===== config.mk =====
export PLATFORM = sky130hd
export DESIGN_NAME = muxbus_master
export DESIGN_NICKNAME = d
export VERILOG_FILES = /design/src/rtl/muxbus_pkg.sv /design/src/rtl/muxbus_ctrl.sv /design/src/rtl/muxbus_dpath.sv /design/src/rtl/muxbus_master.sv
export SDC_FILE = /design/constraint.sdc
export NUM_CORES = 1
export LEC_CHECK = 0
export BUFFER_PORTS_ARGS = -buffer_cell sky130_fd_sc_hd__buf_2
export CAP_MARGIN = 20
export CORE_ASPECT_RATIO = 0.5
export CORE_MARGIN = 10
export CORE_UTILIZATION = 29
export DETAILED_ROUTE_END_ITERATION = 7
export SYNTH_ARGS = -nofsm -noshare
export SYNTH_HDL_FRONTEND = slang
export SYNTH_SLANG_ARGS = --single-unit

===== constraint.sdc =====
create_clock -name clk -period 2.3 [get_ports clk]
set_input_delay 0.46 -clock clk [delete_from_list [all_inputs] [get_ports clk]]
set_output_delay 0.46 -clock clk [all_outputs]
set_load 0.03 [all_outputs]

===== src/rtl/muxbus_pkg.sv =====
package muxbus_pkg;

  // Commands from the sequencer to the shared-line driver
  typedef enum logic [2:0] {
    BUS_HOLD,
    BUS_ADDR,
    BUS_ZERO_OUT,
    BUS_ZERO_IN,
    BUS_DATA
  } busCmd_e;

  typedef enum logic [2:0] {
    ST_IDLE,
    ST_LATCH,
    ST_PREP,
    ST_STROBE,
    ST_FIN
  } seqState_e;

  typedef struct packed {
    logic    capture;
    busCmd_e busCmd;
    logic    cacheLoad;
    logic    sample;
  } dpCmd_t;

endpackage


===== src/rtl/muxbus_ctrl.sv =====
module muxbus_ctrl
  import muxbus_pkg::*;
#(
  parameter int DLY_W = 8
) (
  input  logic             clk,
  input  logic             rstN,
  input  logic             reqValid,
  input  logic             reqWrite,
  input  logic [DLY_W-1:0] strobeDly,
  input  logic             addrHit,
  output logic             reqReady,
  output logic             rspDone,
  output logic             aleOut,
  output logic             rdN,
  output logic             wrN,
  output dpCmd_t           dpCmd
);

  localparam logic [DLY_W-1:0] ONE = DLY_W'(1);

  seqState_e        stateQ, stateD;
  logic [DLY_W-1:0] cntQ;
  logic [DLY_W-1:0] dlyQ;
  logic [DLY_W-1:0] effDly;
  logic             writeQ;
  logic             accept;

  assign effDly = (strobeDly == '0) ? ONE : strobeDly;
  assign accept = (stateQ == ST_IDLE) && reqValid;

  always_comb begin
    stateD           = stateQ;
    dpCmd            = '0;
    dpCmd.busCmd     = BUS_HOLD;
    case (stateQ)
      ST_IDLE: begin
        if (reqValid) begin
          dpCmd.capture = 1'b1;
          if (!addrHit) begin
            stateD       = ST_LATCH;
            dpCmd.busCmd = BUS_ADDR;
          end else begin
            stateD       = ST_PREP;
            dpCmd.busCmd = reqWrite ? BUS_ZERO_OUT : BUS_ZERO_IN;
          end
        end
      end
      ST_LATCH: begin
        if (cntQ == '0) begin
          stateD          = ST_PREP;
          dpCmd.cacheLoad = 1'b1;
          dpCmd.busCmd    = writeQ ? BUS_ZERO_OUT : BUS_ZERO_IN;
        end
      end
      ST_PREP: begin
        stateD = ST_STROBE;
        if (writeQ) dpCmd.busCmd = BUS_DATA;
      end
      ST_STROBE: begin
        if (cntQ == '0) begin
          stateD       = ST_FIN;
          dpCmd.sample = !writeQ;
        end
      end
      ST_FIN:  stateD = ST_IDLE;
      default: stateD = ST_IDLE;
    endcase
  end

  always_ff @(posedge clk or negedge rstN) begin
    if (!rstN) begin
      stateQ <= ST_IDLE;
      cntQ   <= '0;
      dlyQ   <= ONE;
      writeQ <= 1'b0;
    end else begin
      stateQ <= stateD;
      if (accept) begin
        writeQ <= reqWrite;
        dlyQ   <= effDly;
      end
      if (accept && !addrHit) begin
        cntQ <= effDly - ONE;
      end else if (stateQ == ST_PREP) begin
        cntQ <= dlyQ - ONE;
      end else if ((stateQ == ST_LATCH || stateQ == ST_STROBE) && cntQ != '0) begin
        cntQ <= cntQ - ONE;
      end
    end
  end

  assign reqReady = (stateQ == ST_IDLE);
  assign rspDone  = (stateQ == ST_FIN);
  assign aleOut   = (stateQ == ST_LATCH);
  assign rdN      = !((stateQ == ST_STROBE) && !writeQ);
  assign wrN      = !((stateQ == ST_STROBE) && writeQ);

  // Independent up-counter of the current strobe run, for the length check
  logic [DLY_W:0] runLenQ;
  always_ff @(posedge clk or negedge rstN) begin
    if (!rstN) runLenQ <= '0;
    else if (stateQ == ST_LATCH || stateQ == ST_STROBE) runLenQ <= runLenQ + 1'b1;
    else runLenQ <= '0;
  end


  strobe_len_chk: assert property (@(posedge clk) disable iff (!rstN)
    ((stateQ == ST_PREP || stateQ == ST_FIN) &&
     ($past(stateQ) == ST_LATCH || $past(stateQ) == ST_STROBE))
    |-> (runLenQ == {1'b0, dlyQ}));


  busy_no_accept_chk: assert property (@(posedge clk) disable iff (!rstN)
    (stateQ != ST_IDLE) |=> !($past(dpCmd.capture)));

endmodule


===== src/rtl/muxbus_dpath.sv =====
module muxbus_dpath
  import muxbus_pkg::*;
#(
  parameter int BUS_W = 16
) (
  input  logic             clk,
  input  logic             rstN,
  input  logic [BUS_W-1:0] reqAddr,
  input  logic [BUS_W-1:0] reqWdata,
  input  logic             flush,
  input  dpCmd_t           dpCmd,
  input  logic [BUS_W-1:0] busIn,
  output logic             addrHit,
  output logic [BUS_W-1:0] busOut,
  output logic             busOe,
  output logic [BUS_W-1:0] rspData
);

  logic [BUS_W-1:0] addrQ, wdataQ, cachedAddrQ, busOutQ, rdataQ;
  logic             cacheValidQ, busOeQ;

  assign addrHit = cacheValidQ && (reqAddr == cachedAddrQ);

  always_ff @(posedge clk or negedge rstN) begin
    if (!rstN) begin
      addrQ  <= '0;
      wdataQ <= '0;
    end else if (dpCmd.capture) begin
      addrQ  <= reqAddr;
      wdataQ <= reqWdata;
    end
  end

  // Shared-line driver
  always_ff @(posedge clk or negedge rstN) begin
    if (!rstN) begin
      busOutQ <= '0;
      busOeQ  <= 1'b0;
    end else begin
      case (dpCmd.busCmd)
        BUS_ADDR:     begin busOutQ <= reqAddr; busOeQ <= 1'b1; end
        BUS_ZERO_OUT: begin busOutQ <= '0;      busOeQ <= 1'b1; end
        BUS_ZERO_IN:  begin busOutQ <= '0;      busOeQ <= 1'b0; end
        BUS_DATA:     begin busOutQ <= wdataQ;  busOeQ <= 1'b1; end
        default:      begin end
      endcase
    end
  end

  // Address cache: flush outranks a simultaneous update
  always_ff @(posedge clk or negedge rstN) begin
    if (!rstN) begin
      cachedAddrQ <= '0;
      cacheValidQ <= 1'b1;
    end else begin
      if (dpCmd.cacheLoad) cachedAddrQ <= addrQ;
      if (flush) cacheValidQ <= 1'b0;
      else if (dpCmd.cacheLoad) cacheValidQ <= 1'b1;
    end
  end

  always_ff @(posedge clk or negedge rstN) begin
    if (!rstN) rdataQ <= '0;
    else if (dpCmd.sample) rdataQ <= busIn;
  end

  assign busOut  = busOutQ;
  assign busOe   = busOeQ;
  assign rspData = rdataQ;


  flush_clear_chk: assert property (@(posedge clk) disable iff (!rstN)
    flush |=> !addrHit);

endmodule


===== src/rtl/muxbus_master.sv =====
module muxbus_master
  import muxbus_pkg::*;
#(
  parameter int BUS_W = 16,
  parameter int DLY_W = 8
) (
  input  logic             clk,
  input  logic             rstN,
  input  logic             reqValid,
  output logic             reqReady,
  input  logic             reqWrite,
  input  logic [BUS_W-1:0] reqAddr,
  input  logic [BUS_W-1:0] reqWdata,
  input  logic [DLY_W-1:0] strobeDly,
  input  logic             flush,
  output logic             rspDone,
  output logic [BUS_W-1:0] rspData,
  output logic [BUS_W-1:0] busOut,
  output logic             busOe,
  input  logic [BUS_W-1:0] busIn,
  output logic             aleOut,
  output logic             rdN,
  output logic             wrN
);

  dpCmd_t dpCmd;
  logic   addrHit;

  muxbus_ctrl #(.DLY_W(DLY_W)) u_ctrl (
    .clk(clk), .rstN(rstN), .reqValid(reqValid), .reqWrite(reqWrite),
    .strobeDly(strobeDly), .addrHit(addrHit), .reqReady(reqReady),
    .rspDone(rspDone), .aleOut(aleOut), .rdN(rdN), .wrN(wrN), .dpCmd(dpCmd)
  );

  muxbus_dpath #(.BUS_W(BUS_W)) u_dpath (
    .clk(clk), .rstN(rstN), .reqAddr(reqAddr), .reqWdata(reqWdata),
    .flush(flush), .dpCmd(dpCmd), .busIn(busIn), .addrHit(addrHit),
    .busOut(busOut), .busOe(busOe), .rspData(rspData)
  );


  strobe_excl_chk: assert property (@(posedge clk) disable iff (!rstN)
    !(!rdN && !wrN) && !(aleOut && (!rdN || !wrN)));


  rd_bus_free_chk: assert property (@(posedge clk) disable iff (!rstN)
    !rdN |-> !busOe);


  oe_lead_chk: assert property (@(posedge clk) disable iff (!rstN)
    $fell(rdN) |-> !$past(busOe));


  ale_drive_chk: assert property (@(posedge clk) disable iff (!rstN)
    aleOut |-> busOe);


  wr_data_stable_chk: assert property (@(posedge clk) disable iff (!rstN)
    (!wrN && !$past(wrN)) |-> ($stable(busOut) && busOe));


  ready_quiet_chk: assert property (@(posedge clk) disable iff (!rstN)
    reqReady |-> (!aleOut && rdN && wrN && !rspDone));


  done_pulse_chk: assert property (@(posedge clk) disable iff (!rstN)
    rspDone |=> !rspDone);

endmodule


# --- Yosys cells after proc, flatten, opt, wreduce, memory -nomap -nowiden ---
# Index checks and enable logic that the tools add are counted.
# W data, S select, Z words.
totals:
  regBits: 102
  word_cells: 72
  mem_count: 0
  mem_bits_rw: 0
  romBits: 0
  latch_bits: 0
  output_inout_bits: 38
  in_bits: 61
classes:
  n_div: 0
  addsub: 3
  multipliers: 0
  eq_ne: 12
  magnitude_cmp: 0
  n_reduce_logical: 22
  n_bitwise: 0
  shift: 0
  muxes: 24
ops:
  columns: ["operator", "n"]
  rows:
  - ["$pmux W16 S3", 1]
  - ["$mux W8", 4]
  - ["$sub A8 B1 Y8 const B", 3]
  - ["$eq A16 B16 Y1", 1]
  - ["$logic_not A8 Y1", 2]
  - ["$mux W3", 5]
  - ["$eq A3 B2 Y1 const B", 4]
  - ["$pmux W3 S4", 1]
  - ["$pmux W3 S3", 1]
  - ["$mux W1", 8]
  - ["$mux W4", 2]
  - ["$reduce_bool A8 Y1", 1]
  - ["$eq A3 B1 Y1 const B", 2]
  - ["$eq A3 B3 Y1 const B", 2]
  - ["$logic_and A1 B1 Y1", 6]
  - ["$reduce_bool A3 Y1", 2]
  - ["$logic_not A1 Y1", 4]
  - ["$ne A2 B1 Y1 const B", 2]
  - ["$reduce_bool A2 Y1", 2]
  - ["$logic_not A3 Y1", 1]
  - ["$reduce_and A3 Y1", 1]
  - ["$reduce_or A3 Y1", 1]
  - ["$mux W2", 1]
  - ["$ne A2 B2 Y1 const B", 1]
  - ["other kinds (3)", 3]

# --- Longest topological paths before layout ---
logic_depth:
  depth_word: 8
  mapped_depth: 13
  ltp_nobuf: 12

# --- By module ---
# A second synthesis with hierarchy kept.
unflattened:
  hier_cells: 430
  hier_area_um2: 4833.4
modules_own_cells:
  columns: ["module", "n_inst", "seq_area_each_um2", "area_per_inst_um2", "cells_per_inst"]
  rows:
  - ["muxbus_dpath", 1, 2053.2, 3540.9, 274]
  - ["muxbus_ctrl", 1, 501.7, 1292.5, 156]

# --- Worst setup path after synthesis ---
# Ideal clock, no wire load.
synth_path:
  path_kind: "register to register"
  from: "register u_ctrl.stateQ[2]"
  to: "register u_ctrl.cntQ[4]"
  arrival_ps: 2830
  stages_incl_launch_ff: 13
  period_less_slack_ps: 2968
  path_buffers: 1
  setup_ps: 137
  slack_ps: -668
  required_ps: 2163
  path_cell_list: "dfrtp_1 nor3_2 nand2_1 a21oi_2 clkbuf_1 a21oi_1 a21oi_1 ha_1 o21ai_0 xnor2_1 nor2_1 a211oi_1 a21oi_1"
synth_via:
  elab_chain_cells: 4
  elab_cells_between_ends: 11
  classes_between: "3 x eq/ne; 2 x mux; 6 x reduce/logical"
synth_rtl:
  columns: ["item", "line_no", "source"]
  rows:
  - ["start: declaration", "muxbus_ctrl.sv:22", "seqState_e stateQ, stateD;"]
  - ["start signal: assignment", "muxbus_ctrl.sv:78", "stateQ <= stateD;"]
  - ["$logic_not A3 Y1 (*)", null, null]
  - ["named net reqReady", "muxbus_master.sv:10", "output logic reqReady,"]
  - ["$logic_and A1 B1 Y1 (*)", "muxbus_ctrl.sv:30", "assign accept = (stateQ == ST_IDLE) && reqValid;"]
  - ["$logic_and A1 B1 Y1 (*)", "muxbus_ctrl.sv:83", "if (accept && !addrHit) begin"]
  - ["$reduce_bool A3 Y1 (no source line) or $mux W8 (tied branches)", null, null]
  - ["end signal: assignment", "muxbus_ctrl.sv:84", "cntQ <= effDly - ONE;"]
  - ["end signal: assignment", "muxbus_ctrl.sv:86", "cntQ <= dlyQ - ONE;"]
  - ["end signal: assignment", "muxbus_ctrl.sv:88", "cntQ <= cntQ - ONE;"]
  - ["end: declaration", "muxbus_ctrl.sv:23", "logic [DLY_W-1:0] cntQ;"]
# Mark *: on every way through the listed nets, which the timed path passes. The rest lies on a longest branch.
# A chain may end at the register's enable or synchronous reset.

# --- Final worst setup path ---
layout_path:
  from: "register u_dpath.cachedAddrQ[13]"
  to: "register u_ctrl.cntQ[4]"
layout_via:
  elab_chain_cells: 5
  elab_cells_between_ends: 6
  classes_between: "1 x eq/ne; 1 x mux; 4 x reduce/logical"
layout_rtl:
  columns: ["item", "line_no", "source"]
  rows:
  - ["start: declaration", "muxbus_dpath.sv:19", "logic [BUS_W-1:0] addrQ, wdataQ, cachedAddrQ, busOutQ, rdataQ;"]
  - ["start signal: assignment", "muxbus_dpath.sv:56", "if (dpCmd.cacheLoad) cachedAddrQ <= addrQ;"]
  - ["$eq A16 B16 Y1 (*)", "muxbus_dpath.sv:22", "assign addrHit = cacheValidQ && (reqAddr == cachedAddrQ);"]
  - ["$logic_and A1 B1 Y1 (*)", "muxbus_dpath.sv:22", null]
  - ["$logic_not A1 Y1 (*)", null, null]
  - ["$logic_and A1 B1 Y1 (*)", "muxbus_ctrl.sv:83", null]
  - ["$reduce_bool A3 Y1 (no source line) or $mux W8 (tied branches)", null, null]
# Mark *: on every way between the ends. The rest lies on a longest branch, timed or not.

==> impl_results.md <==
- Status: finished, final reports clean
- Worst path arrival time: about 2.5 ns
- Largest area contributor in the netlist: dfrtp_1
- CTS tree: yes
- Ports: 99
- Max Root-Sink Buffers: 2
- Clock Sink Count: slightly above 100
- Clk slew on worst S/H paths: around 0.080 ns
- H-tree levels: 3
- Port Buf Inserts: 98
- Die span in y: ~110 um
- P&R area growth vs syn: 30.1%
- Peak Freq: ~440 MHz
- Place WS: -0.298 ns
- Most common cell in the netlist: nand2_1
- Max Slew Vio Count: 0
- Residual DRC: 0
- Crit-path slowest cell: dfrtp_1
- Slew @ Worst Pin: just under 0.5 ns
- Starting density of the core: 0.301
- Post-synth ARST share: 1.00
- Slowest Stage Delay on Critical Path: 0.40 ns
- Crit path time final: roughly 2.3 ns
- Worst Setup End Kind: flop
- Drt via density: 4.52
- Final std cells w/o fill: just over 800
- Register area share after synthesis: 0.543
- 1st-pass router iterations: 4
- Yosys warns: 0
- Row count: 32
- Initial antenna violation count: 0
- Final hold violation count: 0
- Commonest register cell after synthesis: dfrtp_1
- Synthesized instance count: 460
- Placed cells: 801
- Synth Net Count: 522
- Die X: roughly 200 um
- Final Core Density: 0.391
- Final Net Count: 653
- N_diodes: 0
- Vias: about 3700
- Worst path bufs/invs: 1
- FF-to-FF Start: u_dpath.cachedAddrQ[13]
- Global placement routability congestion: 0.810
- Fin worst setup slack: 0.0181 ns
- Post-DRT Antenna Nets: 0
- Die ar.: between 0.02 and 0.025 mm^2
- Clk root buf: clkbuf_16
- Drt wl/cell: 15.7 um
- Post-CTS Setup Bufs: 0
- Most Frequent Cell on Critical Path: a21oi_4
- Synth cell count leaders: nand2_1, dfrtp_1, mux2_2
- Post-detail-place hpwl: ~9.3 mm
- Worst EP required: between 2 and 3 ns
- RSZ-0062 raised after global routing: true
- Post-synth cell types: 48
- Top cell type's share of synthesized area: 0.532
- Peak VDD IR: 0.349 mV
- Post-synth EDFFs: 0
- GRT Overall Usage: 0.115
- 1st-iter DRT viols: about 250
- Max-capacitance violation count: 0
- Worst skew pair latency: between 0.3 and 0.4 ns
- Rel. slew slack: 0.668
- Setup TNS: 0 ns
- Hold crit path type: in -> async
- # setup viols final: 0
- Worst-path fanout max: 4
- Largest net degree at the start of global routing: 45
- First-pass GRT wire length: slightly above 20 mm
- Final Cycle Share: 0.992
- LEAKAGE: between 3 and 4 nW
- Mapped Area: between 0.004 and 0.005 mm^2
- Type of origin of the critical path: flop
- Layout cells sized above 1: 0.356
- Power Density: between 500 and 600 mW/mm^2
- Top Family by Delay on Critical Path: simple AND/OR/NAND/NOR gates
- Critical path type: reg -> reg
- Synth top area cells: dfrtp_1, nand2_1, mux2_2, mux2i_1, xnor2_1
- Layout Skew: 0.0146 ns
- Worst r2r path cells: 13
- Register bit total from synthesis: 102
- R2R Setup Slk: 0.02 ns
- Number of global-route vias before repair: about 3800
- WL final: approximately 13 mm
- Num CTS Buffers: 9
- End of the worst register-to-register path: u_ctrl.cntQ[4]
- Core box area: 0.0157 mm^2
- Total power: around 0.0035 W
- Total grt overflow: 0
- Crit path cell chain: xor2_1 > nor4_2 > and3_4 > a21oi_4 > buf_4 > a21oi_4 > a21oi_4 > ha_4 > o21ai_2 > xnor2_1 > nor2_1 > a211oi_1 > a21oi_1
- Mean Syn Cell Area: between 10 and 15 um^2
how the worst max path moves through the flow:
stage	to	cells past startpoint	startpoint
CTS	u_ctrl.cntQ[4]	13	u_dpath.cachedAddrQ[9]
detailed placement	u_ctrl.cntQ[4]	13	reqAddr[4]
global placement	u_ctrl.cntQ[4]	13	reqAddr[4]
floorplan	u_ctrl.cntQ[4]	12	u_ctrl.stateQ[2]
finish	u_ctrl.cntQ[4]	13	u_dpath.cachedAddrQ[13]
global route	u_ctrl.cntQ[4]	13	u_dpath.cachedAddrQ[13]
layout make-up:
type	instances	area, um^2
inverters	2	7.51
repair buffers	140	858
well taps	221	277
clock buffers	9	225
flip-flops and latches	102	2560
clock inverters	7	81.3
multi-input cells	336	2120
fillers	1556	9530
cell families after synthesis:
family / count (synthesis) / share of synthesized area
AND/OR/NAND/NOR: 202 / 0.188
flip-flops: 102 / 0.543
AO/OA/AOI/OAI: 54 / 0.0739
multiplexers: 54 / 0.123
XOR/XNOR: 25 / 0.0465
buffers and inverters: 22 / 0.0231
adder cells (fa/ha/maj): 1 / 0.00266
cells in the final DEF (no fill, tap or decap), types with 9 or more instances in the layout:
cell,n
nand2_1,141
dfrtp_1,99
buf_2,97
buf_4,39
mux2_2,32
mux2i_1,22
nor2_1,21
xnor2_1,15
o21ai_1,13
a211oi_1,11
xor2_1,10
nor3_1,9
clkbuf_16,9
metal layers:
layer | GRT usage | part of all wire | up-vias
li1 | - | - | 1812
met3 | 0.0277 | 0.044 | 7
met1 | 0.138 | 0.44 | 1803
met2 | 0.204 | 0.51 | 71
met4 | 0.0303 | 0.0076 | 0
met5 | 0 | 0 | -
report_power, final:
| part | switching [W] | internal (W) | total (W) |
|---|---|---|---|
| Combinational | 0.0000861 | 0.0000721 | 0.000158 |
| Sequential | 0.0000000000000000000229 | 0.00179 | 0.00179 |
| Clock | 0.000791 | 0.000785 | 0.00158 |
worst reg2reg max path: cells and delay by family, from the launching register on:
family          cells  cell delay (ns)
xor+xnor            2             0.29
buf+inv             1             0.16
simple gates        3             0.59
flops               1             0.40
fa+ha+maj           1             0.17
compound gates      6             0.55
state kept, by name (all words and copies together) (netlist names):
| signal | count |
|---|---|
| u_dpath.cachedAddrQ | 16 |
| u_dpath.wdataQ | 16 |
| u_dpath.addrQ | 16 |
| u_ctrl.cntQ | 8 |
| u_dpath.busOut | 16 |
| u_dpath.rspData | 16 |
| u_ctrl.stateQ | 3 |
| u_dpath.cacheValidQ | 1 |
| u_ctrl.dlyQ | 8 |
| u_ctrl.writeQ | 1 |
| u_dpath.busOe | 1 |
per-stage QoR:
stage / cell area (um^2) / hold slack (ns)
3_3_place_gp: 5770 / 0.447
4_1_cts: 6110 / 0.0741
6_report: 6120 / 0.0697
5_1_grt: 6120 / 0.0890
2_1_floorplan: 4760 / 0.164
3_5_place_dp: 5770 / 0.446
repair_timing:
action,in CTS,in global routing
pin swaps,5,3
resized for setup,6,2
endpoints found under the setup margin,2,5
hold endpoints to repair,0,0
hold buffers,0,0
No activity file was read; power rests on OpenSTA's default activity.
